===== src/rtl/irq_router.sv =====
module irq_router #(
  parameter int NSRC = 32,
  parameter int AW   = 8
) (
  input  logic            clk,
  input  logic            rst_n,
  input  logic [NSRC-1:0] src_i,
  input  logic            bus_wr,
  input  logic [AW-1:0]   bus_addr,
  input  logic [NSRC-1:0] bus_wdata,
  output logic [NSRC-1:0] bus_rdata,
  output logic            irq0_o,
  output logic            irq1_o
);
  localparam int GB = NSRC - 1;
  localparam logic [AW-1:0] A_ST0  = AW'(8'h00);
  localparam logic [AW-1:0] A_ST1  = AW'(8'h04);
  localparam logic [AW-1:0] A_TYPE = AW'(8'h20);
  localparam logic [AW-1:0] A_RAW  = AW'(8'h30);
  localparam logic [AW-1:0] A_SET  = AW'(8'h34);
  localparam logic [AW-1:0] A_CLR  = AW'(8'h38);
  localparam logic [NSRC-1:0] SRC_BITS = {1'b0, {(NSRC-1){1'b1}}};

  logic [NSRC-1:0] raw_q, mask_q, type_q;
  logic [NSRC-1:0] st0, st1;
  logic            irq0_q, irq1_q;

  wire wr_set  = bus_wr && (bus_addr == A_SET);
  wire wr_clr  = bus_wr && (bus_addr == A_CLR);
  wire wr_type = bus_wr && (bus_addr == A_TYPE);

  assign st0 = raw_q & mask_q & ~type_q & SRC_BITS;
  assign st1 = raw_q & mask_q &  type_q & SRC_BITS;

  always_ff @(posedge clk or negedge rst_n) begin
    if (!rst_n) begin
      raw_q  <= '0;
      mask_q <= '0;
      type_q <= '0;
      irq0_q <= 1'b0;
      irq1_q <= 1'b0;
    end else begin
      raw_q <= src_i;
      if (wr_set)
        mask_q <= mask_q | bus_wdata;
      else if (wr_clr)
        mask_q <= mask_q & ~bus_wdata;
      if (wr_type)
        type_q <= bus_wdata;
      irq0_q <= mask_q[GB] && (st0 != '0);
      irq1_q <= mask_q[GB] && (st1 != '0);
    end
  end

  always_comb begin
    case (bus_addr)
      A_ST0:   bus_rdata = st0;
      A_ST1:   bus_rdata = st1;
      A_TYPE:  bus_rdata = type_q;
      A_RAW:   bus_rdata = raw_q;
      A_SET:   bus_rdata = mask_q;
      default: bus_rdata = '0;
    endcase
  end

  assign irq0_o = irq0_q;
  assign irq1_o = irq1_q;


  set_bits_chk: assert property (@(posedge clk) disable iff (!rst_n)
    wr_set |=> ((mask_q & $past(bus_wdata)) == $past(bus_wdata)));


  clr_bits_chk: assert property (@(posedge clk) disable iff (!rst_n)
    wr_clr |=> ((mask_q & $past(bus_wdata)) == '0));


  global_gate_chk: assert property (@(posedge clk) disable iff (!rst_n)
    (irq0_o || irq1_o) |-> $past(mask_q[GB]));


  unmapped_wr_chk: assert property (@(posedge clk) disable iff (!rst_n)
    (bus_wr && !wr_set && !wr_clr && !wr_type) |=> ($stable(mask_q) && $stable(type_q)));


  level_drop_chk: assert property (@(posedge clk) disable iff (!rst_n)
    ($past(raw_q) == '0) |-> (!irq0_o && !irq1_o));
endmodule


===== config.mk =====
export PLATFORM = sky130hd
export DESIGN_NAME = irq_router
export DESIGN_NICKNAME = d
export VERILOG_FILES = /design/src/rtl/irq_router.sv
export SDC_FILE = /design/constraint.sdc
export NUM_CORES = 1
export LEC_CHECK = 0
export ABC_AREA = 1
export BUFFER_PORTS_ARGS = -buffer_cell sky130_fd_sc_hd__buf_2
export CORE_MARGIN = 2
export CORE_UTILIZATION = 45
export DETAILED_ROUTE_END_ITERATION = 6
export PLACE_DENSITY = 0.77
export RECOVER_POWER = 50
export SLEW_MARGIN = 0
export SYNTH_ARGS = -nofsm -noshare
export SYNTH_HDL_FRONTEND = slang
export SYNTH_SLANG_ARGS = --single-unit
export TNS_END_PERCENT = 30

===== constraint.sdc =====
create_clock -name clk -period 1.54 [get_ports clk]
set_clock_uncertainty 0.1 [all_clocks]
set_input_delay 0.154 -clock clk [delete_from_list [all_inputs] [get_ports clk]]
set_output_delay 0.154 -clock clk [all_outputs]
set_load 0.03 [all_outputs]

## Word-level counts from Yosys, hierarchy flattened

Index checks and enable logic that the tools add are counted.
W data, S select, Z words.

| cells by class | value |
|---|---|
| add/subtract/negate cells | 0 |
| $mul | 0 |
| divide/modulo/power cells | 0 |
| magnitude comparators | 0 |
| eq/ne operators | 5 |
| shift-type cells | 0 |
| mux-type cells | 3 |
| bitwise logic cells | 7 |
| reduce and logical (&&, ||, !) cells | 9 |

Operators by type and width:

| cell | number |
|---|---|
| $pmux W32 S5 | 1 |
| $and A31 B31 Y31 | 3 |
| $mux W32 | 2 |
| $reduce_bool A32 Y1 | 2 |
| $and A32 B32 Y32 | 1 |
| $eq A8 B6 Y1 const B | 4 |
| $not A32 Y32 | 1 |
| $or A32 B32 Y32 | 1 |
| $not A31 Y31 | 1 |
| $eq A8 B3 Y1 const B | 1 |
| $logic_not A8 Y1 | 1 |
| $logic_and A1 B1 Y1 | 5 |
| $reduce_bool A2 Y1 | 1 |

| storage, ports and cells | value |
|---|---|
| bits in registers | 98 |
| bits in latches | 0 |
| memory bits (writable) | 0 |
| bits in read-only memories | 0 |
| bits of input ports | 75 |
| output and inout port bits | 34 |
| word-level logic and storage cells | 29 |
| memories | 0 |

## Depth between registers and ports, before layout

| logic depth | value |
|---|---|
| depth after elaboration | 4 |
| mapped depth | 11 |
| mapped depth without buffers | 9 |

## Least setup slack after synthesis

No wires, ideal clock.

| path | value |
|---|---|
| path type | input-to-output |
| start point | in bus_addr[7] |
| end point | out bus_rdata[31] |
| arrival time | 1.343 ns |
| required time | 1.286 ns |
| setup slack | -0.057 ns |
| stages on the path | 6 |
| path buffers | 1 |
| cells stage by stage | nor2_1 nand3_1 inv_2 nand2_2 buf_2 o211ai_1 |

| between the ends | value |
|---|---|
| cells in the longest elaborated chain, start to end | 2 |
| elaborated cells between the ends (all ways) | 6 |
| classes of those cells | eq/ne (4); mux (1); reduce/logical (1) |

Ends and longest elaborated chain:

| item | RTL line | text |
|---|---|---|
| from (decl) | 9 | `input logic [AW-1:0] bus_addr,` |
| $eq A8 B6 Y1 (tied with other cells) | 56 | `case (bus_addr)` |
| $pmux W32 S5 (*) | 56 |  |
| to (decl) | 11 | `output logic [NSRC-1:0] bus_rdata,` |

Every way passes the cells marked *; elsewhere a longest branch is shown, timed or not.

## Worst setup path in the final report

| path | value |
|---|---|
| start point | reg type_q[2] |
| end point | out bus_rdata[2] |

| between the ends | value |
|---|---|
| cells in the longest elaborated chain, start to end | 3 |
| elaborated cells between the ends (all ways) | 4 |
| classes of those cells | mux (1); bitwise (3) |

Ends and longest elaborated chain:

| item | RTL line | text |
|---|---|---|
| from (decl) | 24 | `logic [NSRC-1:0] raw_q, mask_q, type_q;` |
| from (signal assigned) | 49 | `type_q <= bus_wdata;` |
| $not A31 Y31 | 32 | `assign st0 = raw_q & mask_q & ~type_q & SRC_BITS;` |
| $and A31 B31 Y31 | 32 |  |
| $pmux W32 S5 (*) | 56 |  |

Marked as above.

==> results.sh <==
export IMPL_status="finished with violations"
export IMPL_violations="setup timing"
export IMPL_grt_max_degree=99
export IMPL_ant_nets=0
export IMPL_startpoint_type="register"
export IMPL_worstSetupPathType="register to output port"
export IMPL_clkTransAtPathRegs_ns=0.06
export IMPL_clock_latency_ns=0.35
export IMPL_period_needed_ns=1.72
export IMPL_rsz0062_at_grt="true"
export IMPL_overflow=0
export IMPL_final_cells=1153
export IMPL_final_cell_area_um2=8080
export IMPL_fmax_ghz=0.582
export IMPL_drive_above_1_share=0.245
export IMPL_critical_path_max_fanout=4
export IMPL_final_hold_viol_count=0
export IMPL_wl_um=18100
export IMPL_setup_tns_ns=-3.10
export IMPL_cts_max_level=3
export IMPL_syn_area_um2=5440
export IMPL_end_kind="output port"
export IMPL_via_per_inst=5.24
export IMPL_ys_seq_area_frac=0.450
export IMPL_hp_class="input pin to register"
export IMPL_cts_root_buffer_cell="clkbuf_16"
export IMPL_peakVddDrop_mv=0.446
export IMPL_worstMarginPinSlew_ns=0.905
export IMPL_antenna_found_initial=0
export IMPL_cts_path_max_buffers=2
export IMPL_vias=6042
export IMPL_syn2layout_area_growth_pct=48.5
export IMPL_path_cells="nand3b_1 > o21ai_1 > nor2_1 > nand2_2 > buf_6"
export IMPL_cap_violations=0
export IMPL_place_ws_ns=-0.181
export IMPL_drc=0
export IMPL_dp_cells=1050
export IMPL_port_buffers=108
export IMPL_wire_per_inst_um=15.7
export IMPL_antenna_cells=0
export IMPL_ios=109
export IMPL_setup_viol=32
export IMPL_synth_nets=861
export IMPL_power_leakage_nw=4.08
export IMPL_rows=40
export IMPL_die_x_um=114
export IMPL_crit_required_ns=1.29
export IMPL_powerDensity_nw_per_um2=722
export IMPL_report_final_slew_viol_count=0
export IMPL_period_share=1.12
export IMPL_nNetsFinal=1077
export IMPL_maxSlewHeadroom=0.397
export IMPL_syn_inst=786
export IMPL_grt_use_total=0.268
export IMPL_slowest_delay_ns=0.41
export IMPL_yosysWarnings=0
export IMPL_hold_slack_ns=0.207
export IMPL_worstPathArrival_ns=1.46
export IMPL_cts_sinks=98
export IMPL_ys_seq_elements=98
export IMPL_core_area_um2=11900
export IMPL_cts_buffers_inserted=9
export IMPL_synth_cell_types=23
export IMPL_setup_ws_ns=-0.177
export IMPL_firstDrtPassIters=5
export IMPL_dpl_cell_area_um2=6410
export IMPL_grt_pass1_wl_um=27000
export IMPL_syn_area_per_cell_um2=6.93
export IMPL_first_global_vias=5581
export IMPL_die_area_um2=13000
export IMPL_drtIter0Drc=536
export IMPL_dp_hpwl_um=10700
export IMPL_cts_tree="yes"
export IMPL_fp_dieH_um=114
export IMPL_cp_slowest_cell="dfrtp_1"
export IMPL_gp_congestion=0.837
export IMPL_initial_utilization=0.457
critical path: cells and delay by family, from the launching register on:
| kind | cells | cell delay, ns |
|---|---|---|
| AOI/OAI and AO/OA | 1 | 0.20 |
| buffers and inverters | 1 | 0.13 |
| DFF | 1 | 0.41 |
| and+or+nand+nor | 3 | 0.38 |
metal layers:
layer	wire length [um]	vias to the layer above	GRT usage
met2	8980	301	0.456
met5	0	-	0
met3	1330	56	0.0351
li1	-	2902	-
met1	7250	2783	0.346
met4	581	0	0.112
cell usage after synthesis (all sizes together):
cell type / count / share of area
nor4: 1 / 0.0039
nor3: 2 / 0.0028
nand4: 1 / 0.0011
o211ai: 1 / 0.0014
dfrtp: 98 / 0.45
buf: 25 / 0.029
nand3b: 10 / 0.014
nand3: 105 / 0.097
a21oi: 23 / 0.021
inv: 96 / 0.066
clkbuf: 5 / 0.0034
nand2: 253 / 0.18
nor2: 104 / 0.076
o21ai: 62 / 0.057
per-stage QoR:
step	utilization	total power (W)
floorplan	-	0.00301
global placement	0.538	0.00329
detailed placement	0.538	0.00331
CTS	0.648	0.00580
global route	0.679	0.00607
finish	0.679	0.00584
path summary, 6_finish.rpt:
| check | from | to | slack (ns) | cells past startpoint |
|---|---|---|---|---|
| worst max-delay path | type_q[2] | bus_rdata[2] | -0.18 | 5 |
| worst min-delay path | bus_wr | type_q[9] | 0.21 | 4 |
| worst max register to register | register | irq0_o | 0.15 | 7 |
| worst min register to register | register | register | 0.39 | 2 |
| max in group asynchronous | rst_n | raw_q[3] | 0.26 | 3 |
| min in group asynchronous | rst_n | irq1_o | 0.44 | 3 |
placed cells by master (no fill, tap or decap), types with 13 or more instances in the layout:
cell,netlist,routed
o21ai_1,32,41
nand2_1,250,242
clkbuf_16,0,13
o21ai_2,0,13
buf_2,16,67
nor2_1,100,94
nand3_1,104,90
buf_6,3,39
a21oi_1,23,23
dlygate4sd3_1,0,65
dfrtp_1,98,98
inv_1,89,81
buf_4,6,45
timing repair:
action,4_1_cts,5_1_grt
endpoints found under the hold margin,186,0
gates resized for setup,94,72
hold buffers,65,0
pin swaps,19,27
gates cloned,0,4
setup buffers,11,8
setup endpoints to repair,32,32
power breakdown:
group	switching (W)	internal (W)	total, W	leakage (nW)
Combinational	0.000339	0.000320	0.000659	2.75
Clock	0.000946	0.00141	0.00236	0.147
Sequential	0.000120	0.00270	0.00282	1.18
cell type report:
| class | instances | area (um^2) |
|---|---|---|
| Sequential cell | 98 | 2450 |
| Clock buffer | 12 | 236 |
| Multi-Input combinational cell | 562 | 2670 |
| Fill cell | 964 | 3830 |
| Clock inverter | 3 | 65.1 |
| Tap cell | 147 | 184 |
| Inverter | 96 | 382 |
| Timing Repair Buffer | 235 | 2100 |
logic make-up (layout without fill, tap and decap cells):
| kind of cell | count (synthesis) | in the layout | share of synthesized area |
|---|---|---|---|
| compound gates | 86 | 86 | 0.0795 |
| buf+inv | 126 | 346 | 0.0988 |
| flops | 98 | 98 | 0.450 |
| simple gates | 476 | 476 | 0.371 |
(Power assumes the default switching activity.)
